[config.mk]
export PLATFORM = sky130hd
export DESIGN_NAME = sched_top
export DESIGN_NICKNAME = d
export VERILOG_FILES = /design/src/rtl/sched_pkg.sv /design/src/rtl/sched_age.sv /design/src/rtl/sched_rr.sv /design/src/rtl/sched_top.sv
export SDC_FILE = /design/constraint.sdc
export NUM_CORES = 1
export LEC_CHECK = 0
export BUFFER_PORTS_ARGS = -buffer_cell sky130_fd_sc_hd__buf_2
export CORE_ASPECT_RATIO = 0.75
export CORE_MARGIN = 2
export CORE_UTILIZATION = 40
export CTS_BUF_LIST = sky130_fd_sc_hd__clkbuf_4
export DETAILED_ROUTE_END_ITERATION = 7
export PLACE_DENSITY = 0.66
export SKIP_LAST_GASP = 1
export SYNTH_ARGS = -nofsm -noshare
export SYNTH_HDL_FRONTEND = slang
export SYNTH_SLANG_ARGS = --single-unit
[constraint.sdc]
create_clock -name clk -period 7.5 [get_ports clk]
set_clock_uncertainty 0.15 [all_clocks]
set_input_delay 1.5 -clock clk [delete_from_list [all_inputs] [get_ports clk]]
set_output_delay 1.5 -clock clk [all_outputs]
set_load 0.05 [all_outputs]
[src/rtl/sched_pkg.sv]
package sched_pkg;

    typedef enum logic [1:0] {
        SLOT_FREE  = 2'd0,
        SLOT_WAIT  = 2'd1,
        SLOT_READY = 2'd2,
        SLOT_BUSY  = 2'd3
    } slot_st_e;

    function automatic int idx_w(input int n);
        return (n > 1) ? $clog2(n) : 1;
    endfunction

endpackage

[src/rtl/sched_age.sv]
// Age matrix: older_q[j][i] set means slot j was written before slot i.
module sched_age #(
    parameter int DEPTH = 8,
    parameter int NREQ  = 2
) (
    input  logic                             clk,
    input  logic                             rst_n,
    input  logic [DEPTH-1:0]                 alloc,
    input  logic [NREQ-1:0][DEPTH-1:0]       req,
    output logic [NREQ-1:0][DEPTH-1:0]       grant
);

    logic [DEPTH-1:0][DEPTH-1:0] older_q;

    always_ff @(posedge clk) begin
        if (!rst_n) begin
            older_q <= '0;
        end else begin
            for (int k = 0; k < DEPTH; k++) begin
                if (alloc[k]) begin
                    for (int j = 0; j < DEPTH; j++) begin
                        older_q[k][j] <= 1'b0;
                        if (j != k) older_q[j][k] <= 1'b1;
                    end
                end
            end
        end
    end

    always_comb begin
        grant = '0;
        for (int r = 0; r < NREQ; r++) begin
            for (int i = 0; i < DEPTH; i++) begin
                grant[r][i] = req[r][i];
                for (int j = 0; j < DEPTH; j++) begin
                    if (j != i && req[r][j] && older_q[j][i]) grant[r][i] = 1'b0;
                end
            end
        end
    end

endmodule

[src/rtl/sched_rr.sv]
// Rotating unit chooser for one resource group.
module sched_rr #(
    parameter int N = 2
) (
    input  logic                              clk,
    input  logic                              rst_n,
    input  logic [N-1:0]                      busy,
    input  logic                              adv,
    output logic                              ok,
    output logic [sched_pkg::idx_w(N)-1:0]    sel
);

    localparam int IW = sched_pkg::idx_w(N);

    logic [IW-1:0] ptr_q;

    always_comb begin
        ok  = 1'b0;
        sel = '0;
        for (int k = N - 1; k >= 0; k--) begin
            int idx;
            idx = int'(ptr_q) + k;
            if (idx >= N) idx = idx - N;
            if (!busy[idx]) begin
                ok  = 1'b1;
                sel = IW'(idx);
            end
        end
    end

    always_ff @(posedge clk) begin
        if (!rst_n) begin
            ptr_q <= '0;
        end else if (adv) begin
            if (int'(sel) == N - 1) ptr_q <= '0;
            else                    ptr_q <= sel + 1'b1;
        end
    end

endmodule

[src/rtl/sched_top.sv]
module sched_top #(
    parameter int DEPTH = 8,
    parameter int TAG_W = 5,
    parameter int NGRP  = 2,
    parameter int UPG   = 2,
    parameter int LAT_W = 3
) (
    input  logic                                     clk,
    input  logic                                     rst_n,
    input  logic                                     disp_vld,
    input  logic [TAG_W-1:0]                         disp_src0,
    input  logic                                     disp_src0_ok,
    input  logic [TAG_W-1:0]                         disp_src1,
    input  logic                                     disp_src1_ok,
    input  logic [TAG_W-1:0]                         disp_dst,
    input  logic [sched_pkg::idx_w(NGRP)-1:0]        disp_grp,
    input  logic [LAT_W-1:0]                         disp_lat,
    output logic                                     full,
    input  logic                                     wk_vld,
    input  logic [TAG_W-1:0]                         wk_tag,
    output logic [NGRP*UPG-1:0]                      iss_vld,
    output logic [NGRP*UPG*TAG_W-1:0]                iss_tag,
    output logic [NGRP*UPG-1:0]                      done_vld,
    output logic [NGRP*UPG*TAG_W-1:0]                done_tag,
    output logic [sched_pkg::idx_w(DEPTH+1)-1:0]     occ,
    output logic [sched_pkg::idx_w(DEPTH+1)-1:0]     occ_peak
);

    import sched_pkg::*;

    localparam int GRP_W  = idx_w(NGRP);
    localparam int UNIT_W = idx_w(UPG);
    localparam int CNT_W  = idx_w(DEPTH + 1);

    typedef struct packed {
        logic [TAG_W-1:0]  s0;
        logic              r0;
        logic [TAG_W-1:0]  s1;
        logic              r1;
        logic [TAG_W-1:0]  dst;
        logic [GRP_W-1:0]  grp;
        logic [LAT_W-1:0]  cnt;
        logic [UNIT_W-1:0] unit;
    } ent_t;

    slot_st_e st_q [DEPTH];
    slot_st_e st_d [DEPTH];
    ent_t     ent_q [DEPTH];
    ent_t     ent_d [DEPTH];

    logic [DEPTH-1:0]                alloc;
    logic [DEPTH-1:0]                finish;
    logic [NGRP-1:0][DEPTH-1:0]      rdy_req;
    logic [NGRP-1:0][DEPTH-1:0]      pick;
    logic [NGRP-1:0][UPG-1:0]        gbusy;
    logic [NGRP-1:0]                 unit_ok;
    logic [NGRP-1:0]                 fire;
    logic [NGRP-1:0][UNIT_W-1:0]     unit_sel;

    // Slot allocation: lowest free slot takes the dispatch.
    always_comb begin
        logic found;
        found = 1'b0;
        alloc = '0;
        for (int i = 0; i < DEPTH; i++) begin
            if (!found && st_q[i] == SLOT_FREE) begin
                alloc[i] = disp_vld;
                found    = 1'b1;
            end
        end
        full = !found;
    end

    // Slot classification for selection, unit occupancy and completion.
    always_comb begin
        rdy_req = '0;
        gbusy   = '0;
        finish  = '0;
        occ     = '0;
        for (int i = 0; i < DEPTH; i++) begin
            if (st_q[i] != SLOT_FREE) occ = occ + CNT_W'(1);
            for (int g = 0; g < NGRP; g++) begin
                if (st_q[i] == SLOT_READY && ent_q[i].grp == GRP_W'(g)) rdy_req[g][i] = 1'b1;
            end
            if (st_q[i] == SLOT_BUSY) begin
                gbusy[ent_q[i].grp][ent_q[i].unit] = 1'b1;
                if (ent_q[i].cnt <= LAT_W'(1)) finish[i] = 1'b1;
            end
        end
    end

    sched_age #(.DEPTH(DEPTH), .NREQ(NGRP)) u_age (
        .clk   (clk),
        .rst_n (rst_n),
        .alloc (alloc),
        .req   (rdy_req),
        .grant (pick)
    );

    for (genvar g = 0; g < NGRP; g++) begin : g_grp
        sched_rr #(.N(UPG)) u_rr (
            .clk   (clk),
            .rst_n (rst_n),
            .busy  (gbusy[g]),
            .adv   (fire[g]),
            .ok    (unit_ok[g]),
            .sel   (unit_sel[g])
        );
        assign fire[g] = (|pick[g]) && unit_ok[g];
    end

    // Output process: issue and completion ports.
    always_comb begin
        int u;
        u        = 0;
        iss_vld  = '0;
        iss_tag  = '0;
        done_vld = '0;
        done_tag = '0;
        for (int g = 0; g < NGRP; g++) begin
            if (fire[g]) begin
                u = g * UPG + int'(unit_sel[g]);
                iss_vld[u] = 1'b1;
                for (int i = 0; i < DEPTH; i++) begin
                    if (pick[g][i]) iss_tag[u*TAG_W +: TAG_W] = ent_q[i].dst;
                end
            end
        end
        for (int i = 0; i < DEPTH; i++) begin
            if (finish[i]) begin
                u = int'(ent_q[i].grp) * UPG + int'(ent_q[i].unit);
                done_vld[u] = 1'b1;
                done_tag[u*TAG_W +: TAG_W] = ent_q[i].dst;
            end
        end
    end

    // Next-state process: one state machine per slot.
    always_comb begin
        for (int i = 0; i < DEPTH; i++) begin
            st_d[i]  = st_q[i];
            ent_d[i] = ent_q[i];
            unique case (st_q[i])
                SLOT_FREE: begin
                    if (alloc[i]) begin
                        ent_d[i].s0   = disp_src0;
                        ent_d[i].r0   = disp_src0_ok || (wk_vld && wk_tag == disp_src0);
                        ent_d[i].s1   = disp_src1;
                        ent_d[i].r1   = disp_src1_ok || (wk_vld && wk_tag == disp_src1);
                        ent_d[i].dst  = disp_dst;
                        ent_d[i].grp  = disp_grp;
                        ent_d[i].cnt  = disp_lat;
                        ent_d[i].unit = '0;
                        st_d[i] = (ent_d[i].r0 && ent_d[i].r1) ? SLOT_READY : SLOT_WAIT;
                    end
                end
                SLOT_WAIT: begin
                    if (wk_vld && wk_tag == ent_q[i].s0) ent_d[i].r0 = 1'b1;
                    if (wk_vld && wk_tag == ent_q[i].s1) ent_d[i].r1 = 1'b1;
                    if (ent_d[i].r0 && ent_d[i].r1) st_d[i] = SLOT_READY;
                end
                SLOT_READY: begin
                    if (fire[ent_q[i].grp] && pick[ent_q[i].grp][i]) begin
                        st_d[i]       = SLOT_BUSY;
                        ent_d[i].unit = unit_sel[ent_q[i].grp];
                    end
                end
                SLOT_BUSY: begin
                    if (finish[i]) st_d[i] = SLOT_FREE;
                    else           ent_d[i].cnt = ent_q[i].cnt - 1'b1;
                end
                default: st_d[i] = SLOT_FREE;
            endcase
        end
    end

    // State register process.
    always_ff @(posedge clk) begin
        if (!rst_n) begin
            for (int i = 0; i < DEPTH; i++) begin
                st_q[i]  <= SLOT_FREE;
                ent_q[i] <= '0;
            end
            occ_peak <= '0;
        end else begin
            for (int i = 0; i < DEPTH; i++) begin
                st_q[i]  <= st_d[i];
                ent_q[i] <= ent_d[i];
            end
            if (occ > occ_peak) occ_peak <= occ;
        end
    end

endmodule

== After elaboration in Yosys (flattened, before gate mapping) ==
Memories as Yosys holds them, arrays and structs flattened.
Cells that the tools add are included.

* Word-level logic and storage cells: 1161
* Bits in writable memories: 192
* Register bits: 62
* Output and inout bits: 57
* Memories: 2

* Mux-type cells: 600
* Order comparisons: 69
* Multipliers: 10
* Reductions and logical operators: 261
* Shift-type cells: 34
* Eq/ne operators: 42
* Bitwise operators: 42
* Add/sub/neg operators: 42

{| class="wikitable"
|+ Memory list
! name !! words !! width !! rd ports !! clocked after Yosys merged registers in !! wr ports !! RTL line !! source
|-
| ent_q || 8 || 22 || 8 || 0 || 8 || sched_top.sv:48 || <nowiki>ent_t ent_q [DEPTH];</nowiki>
|-
| st_q || 8 || 2 || 8 || 0 || 8 || sched_top.sv:46 || <nowiki>slot_st_e st_q [DEPTH];</nowiki>
|}

{| class="wikitable"
|+ Operators by type and width
! operator !! count
|-
| $mux W20 || 40
|-
| $shiftx A5 B33 Y20 || 24
|-
| $bwmux W20 || 22
|-
| $mux W22 || 16
|-
| $shift A5 B33 Y20 const A || 10
|-
| $mux W1 || 325
|-
| $neg A6 Y33 || 9
|-
| $logic_and A1 B1 Y1 || 198
|-
| $lt A32 B3 Y1 const B || 4
|-
| $mux W32 || 4
|-
| $mux W2 || 52
|-
| $mux W4 || 26
|-
| $eq A5 B5 Y1 || 18
|-
| $mux W5 || 18
|-
| $reduce_bool A2 Y1 || 36
|-
| $ge A32 B3 Y1 const B || 2
|-
| $mux W8 || 8
|-
| $pmux W2 S4 || 8
|-
| $sub A32 B3 Y32 const B || 2
|-
| $mux W6 || 10
|-
| $or A4 B4 Y4 || 15
|-
| $mul A3 B3 Y6 const B || 9
|-
| $pmux W1 S2 || 24
|-
| $pmux W3 S2 || 8
|-
| 33 further kinds || 212
|}

== Depth between registers and ports, before layout ==
Gate-level depths: netlist of the first run.
An unclocked memory read counts as a cell.

* Word-level depth: 78
* Depth in mapped cells: 28
* Mapped depth without buffers: 28

== Cells and area by module ==
Synthesis of the first run repeated with hierarchy kept, for this count alone.

* Cell total of the unflattened synthesis: 2353
* Area, all modules: 17789.6 um^2

{| class="wikitable"
|+ By module, submodules not included
! module !! instances !! area an instance (um^2) !! cells each
|-
| sched_top || 1 || 15168.3 || 2061
|-
| sched_age || 1 || 2526.2 || 282
|-
| sched_rr || 2 || 47.5 || 5
|}

== Least setup slack after synthesis of the first run ==
Ideal clock, no wire load.

* Path kind: reg2reg
* Start: memory st_q[0][0] in the netlist's numbering
* End: register occ_peak[3] in the netlist's numbering
* Path buffers: 0
* Slack: 1.349 ns
* Cell stages (with the launch flop): 25
* Arrival time: 5.913 ns
* Clock period less this slack: 6.151 ns
* Setup time: 0.088 ns
* Path through: dfxtp_1 inv_1 ha_1 inv_1 ha_1 xnor2_1 ha_1 nand2_1 nand2_1 ha_1 o21ai_0 inv_1 ha_1 a22o_1 ha_1 mux2_2 ha_1 nor2b_1 xnor2_1 ha_1 o21a_1 o21a_1 o21ai_0 inv_1 a311oi_2

{| class="wikitable"
|+ RTL lines
! what !! RTL line !! source
|-
| from (decl) || sched_top.sv:46 ||
|-
| to (signal assigned) || sched_top.sv:184 || <nowiki>occ_peak <= '0;</nowiki>
|-
| to (signal assigned) || sched_top.sv:190 || <nowiki>if (occ > occ_peak) occ_peak <= occ;</nowiki>
|-
| to (decl) || sched_top.sv:26 || <nowiki>output logic [sched_pkg::idx_w(DEPTH+1)-1:0] occ_peak</nowiki>
|}

==> summary.txt, run 1 <==
Clock network
  – Clock root buffer: clkbuf_4
  – Clk pin slew, worst setup/hold paths: 0.07 ns
  – H-tree levels: 3
  – CTS sink cnt: 254
  – Clk_lat worst skew: 0.78 ns
  – Postcts setup bufs: 0
  – Hold_buf cts: 0
  – CTS tree: built
  – Resized Gates After CTS: 0
  – TritonCTS buffer count: 69
  – CTS max path bufs: 3

Outcome
  – Status: complete, no violations

Worst setup path
  – CP Capture Type: output port
  – Setup crit start: st_q[0][1]$_SDFFE_PN0P_
  – Reg2Reg Setup Slack: between 1 and 1.5 ns
  – Crit path required time: 5.85 ns
  – Worst Reg-to-Reg Cells: 24
  – R2r startpoint: st_q[0][1]$_SDFFE_PN0P_
  – RR Endpoint: occ_peak[3]$_SDFFE_PN0N_
  – Worst EP arrival: 5.46 ns
  – Crit path kind: reg -> out
  – Startpoint type of the worst setup path: register
  – CP Max Fanout: 7

STA
  – Minimum clock period after layout: 7.11 ns
  – Hold Fails Final Rpt: 0
  – Highest clock rate: 141 MHz
  – Worst slew margin: 0.0721
  – Setup violations, final: 0
  – Final Cycle Share: 0.948
  – Worst slew pin tran: around 1.4 ns
  – Final WS setup: 0.388 ns
  – Final Slew Violations: 0

Logic synthesis
  – Ys async rst share: 0
  – Synth Instances: about 2300
  – Synth Net Count: 2485
  – Synth Warn #: 0
  – Syn Area/Cell: 7.55 um^2
  – Register area share after synthesis: 0.289
  – Netlist cell types: slightly below 90
  – Cell Area, Synth: 0.0176 mm^2
  – Seq cells post-synth: 254
  – EDFF count, synth: 0
  – Primary FF master, synth: dfxtp_1

Layout
  – Commonest non-fill, non-tap cell in the layout: nand2_1
  – Fraction of layout cells with a size suffix above 1: 0.111
  – Area Overhead vs Synth: 9.00%
  – Most frequent cells in the layout: nand2_1 (402), a21oi_1 (264), dfxtp_1 (254)
  – Nets: 2513
  – Final instance area: just under 0.02 mm^2

Route
  – Drt pass-1 iters: 8
  – # DRC: 0
  – Top layer in use: met4
  – Iter 0 DRT Violations: around 2600
  – Routed Wire Length: 68700 um
  – Post-route ant nets: 0
  – Met3 routed WL: 8440 um
  – Average vias per placed instance: roughly 6.3
  – Via count: 18700
  – Drt wl/cell: ~23 um
  – Met2 Wirelength: 27400 um
  – Wire length on met1: 30800 um

Placed design
  – Final Wtd Congestion: approximately 1
  – Placement Setup Slack: between 1 and 1.5 ns
  – Cell Area, Placed: 0.0184 mm^2
  – Final HPWL DP: a little under 50000 um
  – I/O Buffers: 86

Min path
  – Endpoint, Worst Hold: ent_q[1][12]$_SDFFE_PN0P_
  – Hold Path Depth: 2
  – Hold path start: ent_q[1][12]$_SDFFE_PN0P_
  – HP Class: reg -> reg

Die
  – Row Count: 66
  – Initial Util: 0.406
  – Core area: 0.0434 mm^2
  – Die Y: approximately 190 um
  – Die width: between 200 and 250 um
  – Die area: 0.0458 mm^2
  – I/O Pins: 87

Global route
  – First-pass GRT wire length: 103000 um
  – Vias in the first global route: 17200
  – Overall routing resource usage: 0.294
  – Largest net degree at the start of global routing: 150
  – Gr ovfl total: 0
  – Initial antenna violation count: 3

Power and ir drop
  – Power Density: 364 mW/mm^2
  – Max IR drop VDD: 485 uV
  – P_leak: 7.52 nW

Flow run
  – Max Cap Viol: 0
## cell type report
class / instances / area (um^2)
Antenna cell: 2 / 5.00
Fill cell: 4398 / 24200
Multi-Input combinational cell: 1804 / 11400
Clock buffer: 101 / 758
Inverter: 113 / 429
Tap cell: 578 / 723
Sequential cell: 254 / 5080
Timing Repair Buffer: 119 / 681
Clock inverter: 10 / 77.6
## metrics by stage
| step | hold WS (ns) | power [mW] | setup TNS [ns] | cells | utilization |
|---|---|---|---|---|---|
| finish | 0.316 | 6.98 | 0 | 2981 | 0.442 |
| global route | 0.332 | 7.44 | -0.00543 | 2981 | 0.442 |
| CTS | 0.315 | 6.93 | 0 | 2979 | 0.442 |
| detailed placement | 0.306 | 5.65 | 0 | 2868 | 0.423 |
| global placement | 0.295 | 5.52 | 0 | 2868 | 0.423 |
| floorplan | 0.286 | 4.67 | 0 | 2333 | - |
## flip-flops by register name (all words and copies together) (netlist names)
register / cells
occ_peak: 4
st_q: 16
u_age.older_q: 56
ent_q: 176
g_grp.u_rr.ptr_q: 2
## power breakdown
| part | switching, mW | total (mW) | internal (mW) |
|---|---|---|---|
| registers | 0.165 | 1.68 | 1.52 |
| clock network | 0.613 | 1.26 | 0.646 |
| logic | 2.68 | 4.04 | 1.37 |
| total | 3.45 | 6.98 | 3.53 |
## routing by layer
metal	vias up	global-route usage
li1	8420	-
met1	8878	0.428
met2	1189	0.412
met3	180	0.0757
met4	0	0.104
met5	-	0
## Yosys cell counts (all sizes together), types with 21 or more instances
cell type  number  share of area
buf            59          0.016
dfxtp         254           0.29
nand3b         26          0.011
a221oi         23          0.011
nor3           44          0.012
a22o           23          0.011
mux2i          21          0.012
a31oi          35          0.012
a211oi         32          0.014
clkbuf        103          0.022
xor2           74          0.037
a21oi         264          0.075
nor2          165          0.035
a22oi          32          0.014
nor4           28         0.0099
inv           111          0.024
xnor2          28          0.016
nand3          69          0.020
a21o           26          0.011
nand2         402          0.086
o21ai          59          0.017
ha            122          0.087
## worst max-delay path, stage by stage, from the launching register on
cell and delay, ns:
dfxtp_1 0.34, inv_1 0.12, ha_2 0.27, inv_1 0.14, ha_1 0.40, xnor2_1 0.16, ha_1 0.34, nand2_1 0.07
nand2_1 0.06, ha_1 0.29, o21ai_0 0.24, inv_1 0.07, ha_1 0.27, a22o_1 0.26, ha_1 0.19, nor2b_1 0.13
xnor2_1 0.20, xnor2_1 0.18, nor2_1 0.06, and3_1 0.20, or3_4 0.39, nand2_1 0.10, clkbuf_4 0.24
## how the worst max path moves through the flow
stage,endpoint,slack (ns),cells after the start
6_report,occ[3],0.39,22
3_5_place_dp,occ[3],1.10,22
5_1_grt,occ[3],-0.005,23
2_1_floorplan,occ_peak[3]$_SDFFE_PN0N_,1.35,24
4_1_cts,occ[3],0.25,22
3_3_place_gp,occ[3],1.20,23
## logic make-up after synthesis
logic type,count (synthesis),synth area share
buffers and inverters,275,0.0624
multiplexers,28,0.0164
adder cells (fa/ha/maj),122,0.0866
AO/OA/AOI/OAI,675,0.260
flip-flops,254,0.289
AND/OR/NAND/NOR,875,0.230
XOR/XNOR,104,0.0555
(Power assumes the default switching activity.)
==> inputs of run 2 (changes only) <==
--- a/config.mk
+++ b/config.mk
@@ -10,9 +10,11 @@
 export CORE_MARGIN = 2
 export CORE_UTILIZATION = 40
 export CTS_BUF_LIST = sky130_fd_sc_hd__clkbuf_4
+export CTS_CLUSTER_SIZE = 25
 export DETAILED_ROUTE_END_ITERATION = 7
 export PLACE_DENSITY = 0.66
 export SKIP_LAST_GASP = 1
 export SYNTH_ARGS = -nofsm -noshare
 export SYNTH_HDL_FRONTEND = slang
 export SYNTH_SLANG_ARGS = --single-unit
+export TNS_END_PERCENT = 30
==> constraint.sdc (replaced) <==
create_clock -name clk -period 7.65 [get_ports clk]
set_clock_uncertainty 0.15 [all_clocks]
set_input_delay 1.53 -clock clk [delete_from_list [all_inputs] [get_ports clk]]
set_output_delay 1.53 -clock clk [all_outputs]
set_load 0.05 [all_outputs]
==> run 2 against run 1 <==
Effect of this change: via count is 1.1% lower; first-iteration DRC count increased by 4.6%; cell count hardly changed; setup slack better by 0.049 ns; utilization is essentially flat; non-clock buffer count unchanged; register-to-register slack improved by 0.16 ns; die area unchanged; sequential share of layout area barely moved; total power down 1.5%; critical path type unchanged; critical endpoint unchanged.
==> summary.txt, run 2 (synthesis results as in run 1) <==
Power and ir drop
  – P_leak: 7.51 nW (was 7.52 nW)
  – Combinational Power Share: 0.579 (about the same)
  – Sequential Power Share: 0.240 (was 0.241)
  – Clk network pwr share: 0.181 (was 0.180)
  – Switching share of power: 0.497 (was 0.494)
  – Psw: 3.42 mW (was 3.45 mW)
  – Power Density: 358 mW/mm^2 (was 364 mW/mm^2)
  – Max IR drop VDD: 424 uV (was 485 uV)
  – Pint: 3.46 mW (was 3.53 mW)

STA
  – Sum of negative setup slack: 0 ns (unchanged)
  – Worst slew pin tran: 1.32 ns (was 1.37 ns)
  – Setup repair after global routing missed its margin: false
  – Final WS setup: 0.436 ns (was 0.388 ns)
  – Setup violations, final: 0 (unchanged)
  – Final Cycle Share: 0.943
  – Final Slew Violations: 0 (unchanged)
  – Worst slew margin: 0.123 (was 0.0721)
  – Highest clock rate: 139 MHz
  – Hold Fails Final Rpt: 0 (unchanged)
  – Minimum clock period after layout: 7.21 ns

Die
  – I/O Pins: 87 (unchanged)
  – Die Y: 186 um (unchanged)
  – Core area: 0.0434 mm^2 (unchanged)
  – Row Count: 66 (unchanged)
  – Die width: 246 um (unchanged)
  – Die area: 0.0458 mm^2 (unchanged)
  – Initial Util: 0.406 (unchanged)

Layout
  – Max reg flops: 176 (unchanged)
  – Reg with most FFs: ent_q (unchanged)
  – Largest registers: ent_q: 176 flops, u_age.older_q: 56 flops, st_q: 16 flops (unchanged)
  – Nets: 2513 (unchanged)
  – Area Overhead vs Synth: 9.01% (was 9.00%)
  – Final Core Density: 0.442 (about the same)
  – Most frequent cells in the layout: nand2_1 (402), a21oi_1 (264), dfxtp_1 (254) (unchanged)
  – Fraction of layout cells with a size suffix above 1: 0.109 (was 0.111)
  – Commonest non-fill, non-tap cell in the layout: nand2_1 (unchanged)

Global route
  – Initial antenna violation count: 4 (was 3)
  – First-pass GRT wire length: 106000 um (was 103000 um)
  – Vias in the first global route: 17400 (was 17200)
  – Largest net degree at the start of global routing: 152 (was 150)
  – Gr ovfl total: 0 (unchanged)
  – Overall routing resource usage: 0.301 (was 0.294)

Route
  – Routed Wire Length: 69700 um (was 68700 um)
  – Post-route ant nets: 0 (unchanged)
  – Average vias per placed instance: 6.19 (was 6.26)
  – Drt pass-1 iters: 6 (was 8)
  – Via count: 18500 (was 18700)
  – # DRC: 0 (unchanged)
  – Drt wl/cell: 23.4 um (was 23.1 um)
  – Iter 0 DRT Violations: 2700 (was 2581)

Worst setup path
  – CP Capture Type: output port (unchanged)
  – Startpoint type of the worst setup path: register (unchanged)
  – Worst EP arrival: 5.53 ns (was 5.46 ns)
  – CP Max Fanout: 7 (unchanged)
  – Crit path kind: reg -> out (unchanged)
  – Crit path required time: 5.97 ns (was 5.85 ns)

Placed design
  – Final HPWL DP: 49300 um (was 49000 um)
  – Final Wtd Congestion: 1.00 (was 1.01)
  – I/O Buffers: 86 (unchanged)
  – Placement Setup Slack: 1.20 ns (was 1.10 ns)

Clock network
  – Postcts setup bufs: 0 (unchanged)
  – Hold_buf cts: 0 (unchanged)
  – Clk pin slew, worst setup/hold paths: 0.07 ns (about the same)
  – Clock root buffer: clkbuf_4 (unchanged)
  – CTS tree: built (unchanged)
  – Clk_lat worst skew: 0.78 ns (about the same)
  – CTS max path bufs: 3 (unchanged)
  – TritonCTS buffer count: 69 (unchanged)
  – Resized Gates After CTS: 0 (unchanged)
  – CTS sink cnt: 254 (unchanged)
  – H-tree levels: 3 (unchanged)

Flow run
  – Max Cap Viol: 0 (unchanged)

Min path
  – HP Class: reg -> reg (unchanged)

Outcome
  – Status: complete, no violations (unchanged)
[run 2: changes by cell type in the layout (fill, tap and decap cells not counted), sizes merged]
cell / previous run / this run
clkbuf: 102 / 93
buf: 118 / 119
inv: 113 / 112
bufinv: 1 / 2
clkinv: 7 / 16
[run 2: metrics by stage]
| stage | hold slack (ns) | cell area [um^2] | power, mW | instances |
|---|---|---|---|---|
| 6_report | 0.304 | 19200 | 6.88 | 2982 |
| 5_1_grt | 0.333 | 19200 | 7.33 | 2982 |
| 4_1_cts | 0.306 | 19200 | 6.81 | 2980 |
| 3_5_place_dp | 0.298 | 18400 | 5.56 | 2868 |
| 3_3_place_gp | 0.295 | 18400 | 5.44 | 2868 |
| 2_1_floorplan | 0.286 | 17600 | 4.58 | 2333 |
[run 2: critical path: stages (launching register included)]
cell and delay [ns]:
dfxtp_1 0.42, inv_1 0.10, ha_2 0.24, inv_1 0.17, ha_1 0.33, xnor2_1 0.16, ha_1 0.35, nand2_1 0.07
nand2_1 0.06, ha_1 0.28, o21ai_0 0.24, inv_1 0.08, ha_1 0.27, a22o_1 0.25, ha_1 0.19, nor2b_1 0.14
xnor2_1 0.15, xnor2_1 0.24, nor2_1 0.06, and3_1 0.20, or3_4 0.39, nand2_1 0.10, buf_2 0.27
[run 2: final cells by class]
class                   count  area [um^2]
diodes                      2         5.00
clock buffers              93          698
clock inverters            19          141
fillers                  4439        24200
inverters                 113          429
multi-input cells        1804        11400
flip-flops and latches    254         5080
well taps                 578          723
repair buffers            119          678
[run 2: worst paths after layout]
path	cells past startpoint	endpoint	slack, ns	startpoint
min reg2reg	2	u_age.older_q[3]$_SDFFE_PN0P_	0.30	u_age.older_q[3]$_SDFFE_PN0P_
min	2	u_age.older_q[3]$_SDFFE_PN0P_	0.30	u_age.older_q[3]$_SDFFE_PN0P_
max	22	occ[3]	0.44	st_q[0][0]$_SDFFE_PN0P_
max reg2reg	25	occ_peak[3]$_SDFFE_PN0N_	1.57	st_q[0][0]$_SDFFE_PN0P_
[run 2: routing by layer]
metal  vias to the layer above  part of all wire  global-route usage
met4                         2             0.029               0.108
li1                       8413                 -                   -
met1                      8845              0.45               0.437
met3                       162              0.12              0.0755
met2                      1047              0.41               0.426
met5                         -           0.00017                   0
[run 2: power by group through the flow]
| stage | Clock, mW | Combinational, mW | Sequential [mW] |
|---|---|---|---|
| 6_report | 1.24 | 3.98 | 1.65 |
| 5_1_grt | 1.34 | 4.32 | 1.67 |
| 4_1_cts | 1.26 | 3.91 | 1.64 |
| 3_5_place_dp | 0 | 3.89 | 1.67 |
| 3_3_place_gp | 0 | 3.77 | 1.66 |
| 2_1_floorplan | 0 | 2.95 | 1.64 |
